File: src/rtl/wdog_pkg.sv
package wdog_pkg;
  typedef enum logic [1:0] {
    ADDR_CTRL   = 2'd0,
    ADDR_RELOAD = 2'd1,
    ADDR_FEED   = 2'd2,
    ADDR_NONE   = 2'd3
  } wdog_addr_e;

  typedef enum logic [1:0] {
    SRC_PCLK = 2'd0,
    SRC_LFO  = 2'd1,
    SRC_XTAL = 2'd2,
    SRC_OFF  = 2'd3
  } wdog_src_e;

  localparam logic [7:0] FEED_KEY_A = 8'hA5;
  localparam logic [7:0] FEED_KEY_B = 8'h5A;

  localparam int CTRL_RUN_BIT = 0;
  localparam int CTRL_WD_BIT  = 1;
  localparam int CTRL_TAP_LSB = 2;
  localparam int CTRL_CLR_BIT = 5;
endpackage

File: src/rtl/wdog_prescaler.sv
module wdog_prescaler #(
  parameter int PRESC_W  = 12,
  parameter int TAP_W    = 3,
  parameter int TAP_MIN  = 5
) (
  input  logic             clk_i,
  input  logic             rst_ni,
  input  logic             tick_i,
  input  logic             clr_i,
  input  logic [TAP_W-1:0] tap_i,
  output logic             dec_o
);
  localparam int NTAPS = 1 << TAP_W;

  logic [PRESC_W-1:0] presc_q;
  logic [NTAPS-1:0]   wrap;

  // tap g wraps every 2^(TAP_MIN+g) ticks
  for (genvar g = 0; g < NTAPS; g++) begin : g_tap
    assign wrap[g] = &presc_q[TAP_MIN+g-1:0];
  end

  always_ff @(posedge clk_i or negedge rst_ni) begin
    if (!rst_ni)     presc_q <= '0;
    else if (clr_i)  presc_q <= '0;
    else if (tick_i) presc_q <= presc_q + 1'b1;
  end

  assign dec_o = tick_i & ~clr_i & wrap[tap_i];
endmodule

File: src/rtl/wdog_feed_seq.sv
module wdog_feed_seq
  import wdog_pkg::*;
(
  input  logic       clk_i,
  input  logic       rst_ni,
  input  logic       wr_en_i,
  input  logic [1:0] wr_addr_i,
  input  logic [7:0] wr_data_i,
  output logic       feed_o
);
  logic armed_q;
  logic at_feed;

  assign at_feed = (wr_addr_i == ADDR_FEED);

  // any write re-evaluates the arm; only a first key leaves it set
  always_ff @(posedge clk_i or negedge rst_ni) begin
    if (!rst_ni)      armed_q <= 1'b0;
    else if (wr_en_i) armed_q <= at_feed && (wr_data_i == FEED_KEY_A);
  end

  assign feed_o = wr_en_i & at_feed & armed_q & (wr_data_i == FEED_KEY_B);
endmodule

File: src/rtl/wdog_downcnt.sv
module wdog_downcnt #(
  parameter int CNT_W = 8
) (
  input  logic             clk_i,
  input  logic             rst_ni,
  input  logic             dec_i,
  input  logic             load_i,
  input  logic [CNT_W-1:0] reload_i,
  output logic [CNT_W-1:0] cnt_o,
  output logic             uflow_o
);
  logic [CNT_W-1:0] cnt_q;

  always_ff @(posedge clk_i or negedge rst_ni) begin
    if (!rst_ni)     cnt_q <= '1;
    else if (load_i) cnt_q <= reload_i;
    else if (dec_i)  cnt_q <= (cnt_q == '0) ? reload_i : cnt_q - 1'b1;
  end

  assign uflow_o = dec_i & ~load_i & (cnt_q == '0);
  assign cnt_o   = cnt_q;
endmodule

File: src/rtl/wdog_timer.sv
module wdog_timer
  import wdog_pkg::*;
#(
  parameter int PRESC_W = 12,
  parameter int CNT_W   = 8,
  parameter int TAP_W   = 3,
  parameter int TAP_MIN = 5
) (
  input  logic             clk_i,
  input  logic             rst_ni,
  input  logic             wr_en_i,
  input  logic [1:0]       wr_addr_i,
  input  logic [7:0]       wr_data_i,
  input  logic [1:0]       clk_sel_i,
  input  logic             lfo_tick_i,
  input  logic             xtal_tick_i,
  input  logic             cpu_pd_i,
  output logic             rst_req_o,
  output logic             irq_o,
  output logic [CNT_W-1:0] count_o
);
  localparam int NTAPS = 1 << TAP_W;
  localparam logic [CNT_W-1:0] RELOAD_RST = '1;

  initial begin
    if (PRESC_W < TAP_MIN + NTAPS - 1) $error("prescaler too narrow for tap set");
    if (CNT_W > 8) $error("counter wider than write data");
  end

  logic             run_q, wd_mode_q, lock_q, irq_q, rst_req_q;
  logic [TAP_W-1:0] tap_q;
  logic [CNT_W-1:0] reload_q;
  logic             tick, dec, feed, uflow;
  logic             wr_ctrl, wr_reload;

  assign wr_ctrl   = wr_en_i && (wr_addr_i == ADDR_CTRL);
  assign wr_reload = wr_en_i && (wr_addr_i == ADDR_RELOAD);

  always_ff @(posedge clk_i or negedge rst_ni) begin
    if (!rst_ni) begin
      run_q     <= 1'b0;
      wd_mode_q <= 1'b0;
      tap_q     <= '0;
      lock_q    <= 1'b0;
      reload_q  <= RELOAD_RST;
    end else begin
      if (wr_ctrl && !lock_q) begin
        run_q     <= wr_data_i[CTRL_RUN_BIT];
        wd_mode_q <= wr_data_i[CTRL_WD_BIT];
        tap_q     <= wr_data_i[CTRL_TAP_LSB +: TAP_W];
        lock_q    <= wr_data_i[CTRL_WD_BIT];
      end
      if (wr_reload && !lock_q) reload_q <= wr_data_i[CNT_W-1:0];
    end
  end

  always_comb begin
    unique case (wdog_src_e'(clk_sel_i))
      SRC_PCLK: tick = ~cpu_pd_i;
      SRC_LFO:  tick = lfo_tick_i;
      SRC_XTAL: tick = xtal_tick_i;
      default:  tick = 1'b0;
    endcase
    tick = tick & run_q;
  end

  wdog_prescaler #(
    .PRESC_W (PRESC_W),
    .TAP_W   (TAP_W),
    .TAP_MIN (TAP_MIN)
  ) u_presc (
    .clk_i  (clk_i),
    .rst_ni (rst_ni),
    .tick_i (tick),
    .clr_i  (feed),
    .tap_i  (tap_q),
    .dec_o  (dec)
  );

  wdog_feed_seq u_feed (
    .clk_i     (clk_i),
    .rst_ni    (rst_ni),
    .wr_en_i   (wr_en_i),
    .wr_addr_i (wr_addr_i),
    .wr_data_i (wr_data_i),
    .feed_o    (feed)
  );

  wdog_downcnt #(.CNT_W(CNT_W)) u_cnt (
    .clk_i    (clk_i),
    .rst_ni   (rst_ni),
    .dec_i    (dec),
    .load_i   (feed),
    .reload_i (reload_q),
    .cnt_o    (count_o),
    .uflow_o  (uflow)
  );

  // set wins over a same-cycle clear so no underflow is lost
  always_ff @(posedge clk_i or negedge rst_ni) begin
    if (!rst_ni) begin
      irq_q     <= 1'b0;
      rst_req_q <= 1'b0;
    end else begin
      rst_req_q <= uflow & wd_mode_q;
      if (uflow && !wd_mode_q)                   irq_q <= 1'b1;
      else if (wr_ctrl && wr_data_i[CTRL_CLR_BIT]) irq_q <= 1'b0;
    end
  end

  assign rst_req_o = rst_req_q;
  assign irq_o     = irq_q;
endmodule

File: config.mk
export PLATFORM = sky130hd
export DESIGN_NAME = wdog_timer
export DESIGN_NICKNAME = d
export VERILOG_FILES = /design/src/rtl/wdog_pkg.sv /design/src/rtl/wdog_prescaler.sv /design/src/rtl/wdog_feed_seq.sv /design/src/rtl/wdog_downcnt.sv /design/src/rtl/wdog_timer.sv
export SDC_FILE = /design/constraint.sdc
export NUM_CORES = 1
export LEC_CHECK = 0
export ABC_AREA = 1
export BUFFER_PORTS_ARGS = -buffer_cell sky130_fd_sc_hd__clkbuf_2
export CORE_MARGIN = 2
export CORE_UTILIZATION = 40
export DETAILED_ROUTE_END_ITERATION = 6
export GPL_TIMING_DRIVEN = 0
export SETUP_SLACK_MARGIN = 0.4
export SLEW_MARGIN = 20
export SYNTH_ARGS = -nofsm -noshare
export SYNTH_HDL_FRONTEND = slang
export SYNTH_SLANG_ARGS = --single-unit
File: constraint.sdc
create_clock -name clk_i -period 4 [get_ports clk_i]
set_input_delay 0.6 -clock clk_i [delete_from_list [all_inputs] [get_ports clk_i]]
set_output_delay 0.6 -clock clk_i [all_outputs]
set_load 0.1 [all_outputs]
==> qor.yml <==
placement:
  port_buffers: 27
  numPlacedInstances: 385
  dp_hpwl_um: 3660
  gp_congestion: 0.819
  dp_slack_ps: 2000
  place_area_um2: 2390
synth:
  synth_common_cells: "nand2_1 (78), inv_1 (33), nor2_1 (28)"
  synth_async_sr_flop_share: 1.00
  ys_types: 32
  syn_inst: 288
  yosys_warnings: 0
  synth_seq_cells: 36
  synth_top_area_share: 0.231
  synthMostInstantiatedCell: "nand2_1"
  synth_area_um2: 2170
  synth_nets: 311
  yosysTopAreaCell: "dfrtp_1"
  synthTopCellsByArea: "dfrtp_1 (23%), dfstp_2 (19%), nand2_1 (13%)"
  synth-seq-area-share: 0.424
  ys.flop_type: "dfrtp_1"
  synth_area_per_cell_um2: 7.53
  synth-edff-count: 0
drt:
  dr.pass1.iters: 4
  totalWireLength_um: 4810
  drc: 0
  viasPerCell: 4.87
  drt-initial-drc-count: 89
  ant_nets: 0
  routedWlPerCell_um: 12.2
  vias: 1912
worst_setup_path:
  startpoint_type: "flop"
  max_stage_delay_ps: 480
  cp.required_ps: 4240
  r2r_setup_slack_ps: 2000
  critPathCaptureType: "flop"
  crit_type: "flop to flop"
  timing.rr.end: "u_cnt.cnt_o[2]"
  crit_top_cell: "nor2_1"
  crit_buf_inv: 0
  r2r-start: "u_presc.presc_q[0]"
  path_cells: "ha_1, nand3_2, nor2_1, ha_1, nor2_1, nor2_1, nand2_2, nand2_2, nand3_4, nand2_4, nand2_1, nand2_1"
  cp_slowest_cell: "dfrtp_1"
  worstPathMaxFanout: 10
  critPathTopFamily: "simple AND/OR/NAND/NOR gates"
  reg2regPathDepth: 12
  arrival_ps: 2240
sta:
  setup_viol_count_final: 0
  fin_skew_ps: 6.37
  fin_setup_tns_ps: 0
  fmax_mhz: 500
  fin_crit_sh: 0.500
  worst_slew_pin_slew_ps: 905
  max_slew_margin: 0.397
  rsz0062_at_grt: "no"
  finalHoldViolCount: 0
  finalHoldWorstSlack_ps: 429
  layout_setup_ws_ps: 2000
  slew_viol_final: 0
  period_needed_ps: 2000
final_layout:
  final_area_um2: 2480
  drive_gt1_frac: 0.226
  areaGrowthSynthToFinish_pct: 14.5
  nNetsFinal: 345
  fin_cells: 393
  n_antenna_cell: 0
  final_util: 0.480
clock_network:
  cts_sinks: 36
  cts_root_buf: "clkbuf_8"
  cts.clk_slew.worst_paths_ps: 70
  cts_tree: "done"
  cts_buffers: 5
  cts_setup_buffers: 0
  cts_resized: 0
  clkLatencyLatePin_ps: 290
  cts.hold.buffers_added: 0
  h-tree-depth: 2
  cts_max_path_buffers: 2
die:
  design.die.area_um2: 6030
  die_w_um: 77.6
  dieHeight_um: 77.6
  pin_count: 28
  core_um2: 5170
  num_rows: 26
  start_util: 0.419
pwr:
  leakagePower_nw: 1.20
  power_density_nw_per_um2: 377
  irDropWorstVdd_uv: 161
  power_mw: 0.937
outcome:
  status: "completed"
global_routing:
  grt_max_degree: 37
  antenna_found_initial: 0
  track_usage: 0.178
  grt_pass1_wl_um: 8630
  grt_pass1_vias: 1881
  overflow: 0
worst_hold_path:
  hold_class: "input pin to async pin"
run:
  cap_violations: 0
==> routing by layer <==
metal  share of wire  GRT usage  vias to the layer above
li1                -          -                     1009
met3           0.036     0.0349                        5
met5               0          0                        -
met1            0.52      0.259                      864
met2            0.43      0.268                       34
met4           0.013     0.0536                        0
==> cell families after synthesis <==
| kind of cell | after synthesis | synth area share |
|---|---|---|
| AO/OA/AOI/OAI | 40 | 0.0980 |
| adder cells (fa/ha/maj) | 5 | 0.0288 |
| AND/OR/NAND/NOR | 165 | 0.358 |
| buffers and inverters | 37 | 0.0709 |
| XOR/XNOR | 5 | 0.0202 |
| flip-flops | 36 | 0.424 |
==> layout make-up <==
cell class / instances / area (µm²)
plain buffers: 3 / 26.3
clock buffers: 6 / 82.6
clock inverters: 2 / 10.0
fillers: 520 / 2690
inverters: 34 / 128
multi-input cells: 215 / 1090
flip-flops and latches: 36 / 921
well taps: 70 / 87.6
repair buffers: 27 / 135
==> state kept, by name, indices dropped and copies added, names as in the netlist <==
signal / cells
irq_o: 1
u_cnt.cnt_o: 8
u_feed.armed_q: 1
u_presc.presc_q: 12
reload_q: 8
tap_q: 3
run_q: 1
rst_req_o: 1
lock_q: 1
==> power breakdown <==
group	switching (mW)	internal, mW	total [mW]	leakage (nW)
logic	0.144	0.0801	0.224	0.739
registers	0.0414	0.404	0.445	0.408
clock network	0.130	0.137	0.268	0.0510
total	0.316	0.621	0.937	1.20
==> cells in the final DEF (no fill, tap or decap), types with 2 or more instances in the layout <==
master     n
nand3_2    3
nor2_2     3
a21oi_1    7
ha_1       5
nand2_1   78
inv_1     33
nand4_1   11
nand3_1   22
nor2_1    28
xor2_1     2
nor3_1     5
nor3_2     2
dfrtp_1   20
clkbuf_2  27
buf_6      2
dfstp_2   16
clkinv_2   2
xnor2_1    3
o21ai_1    3
clkbuf_8   6
o21ai_0   25
nand2_2    7
==> how the worst max path moves through the flow <==
stage	from	end	slack (ps)	depth (start not counted)
after detailed placement	u_presc.presc_q[0]	u_cnt.cnt_o[4]	2000	12
after CTS	u_presc.presc_q[0]	u_cnt.cnt_o[4]	1980	12
final	u_presc.presc_q[0]	u_cnt.cnt_o[2]	2000	12
after global routing	u_presc.presc_q[0]	u_cnt.cnt_o[1]	1750	12
after global placement	u_presc.presc_q[0]	u_cnt.cnt_o[6]	2030	12
after floorplan	u_cnt.cnt_o[0]	u_cnt.cnt_o[0]	1970	10
Note: power is estimated with default switching activity, not from simulation.
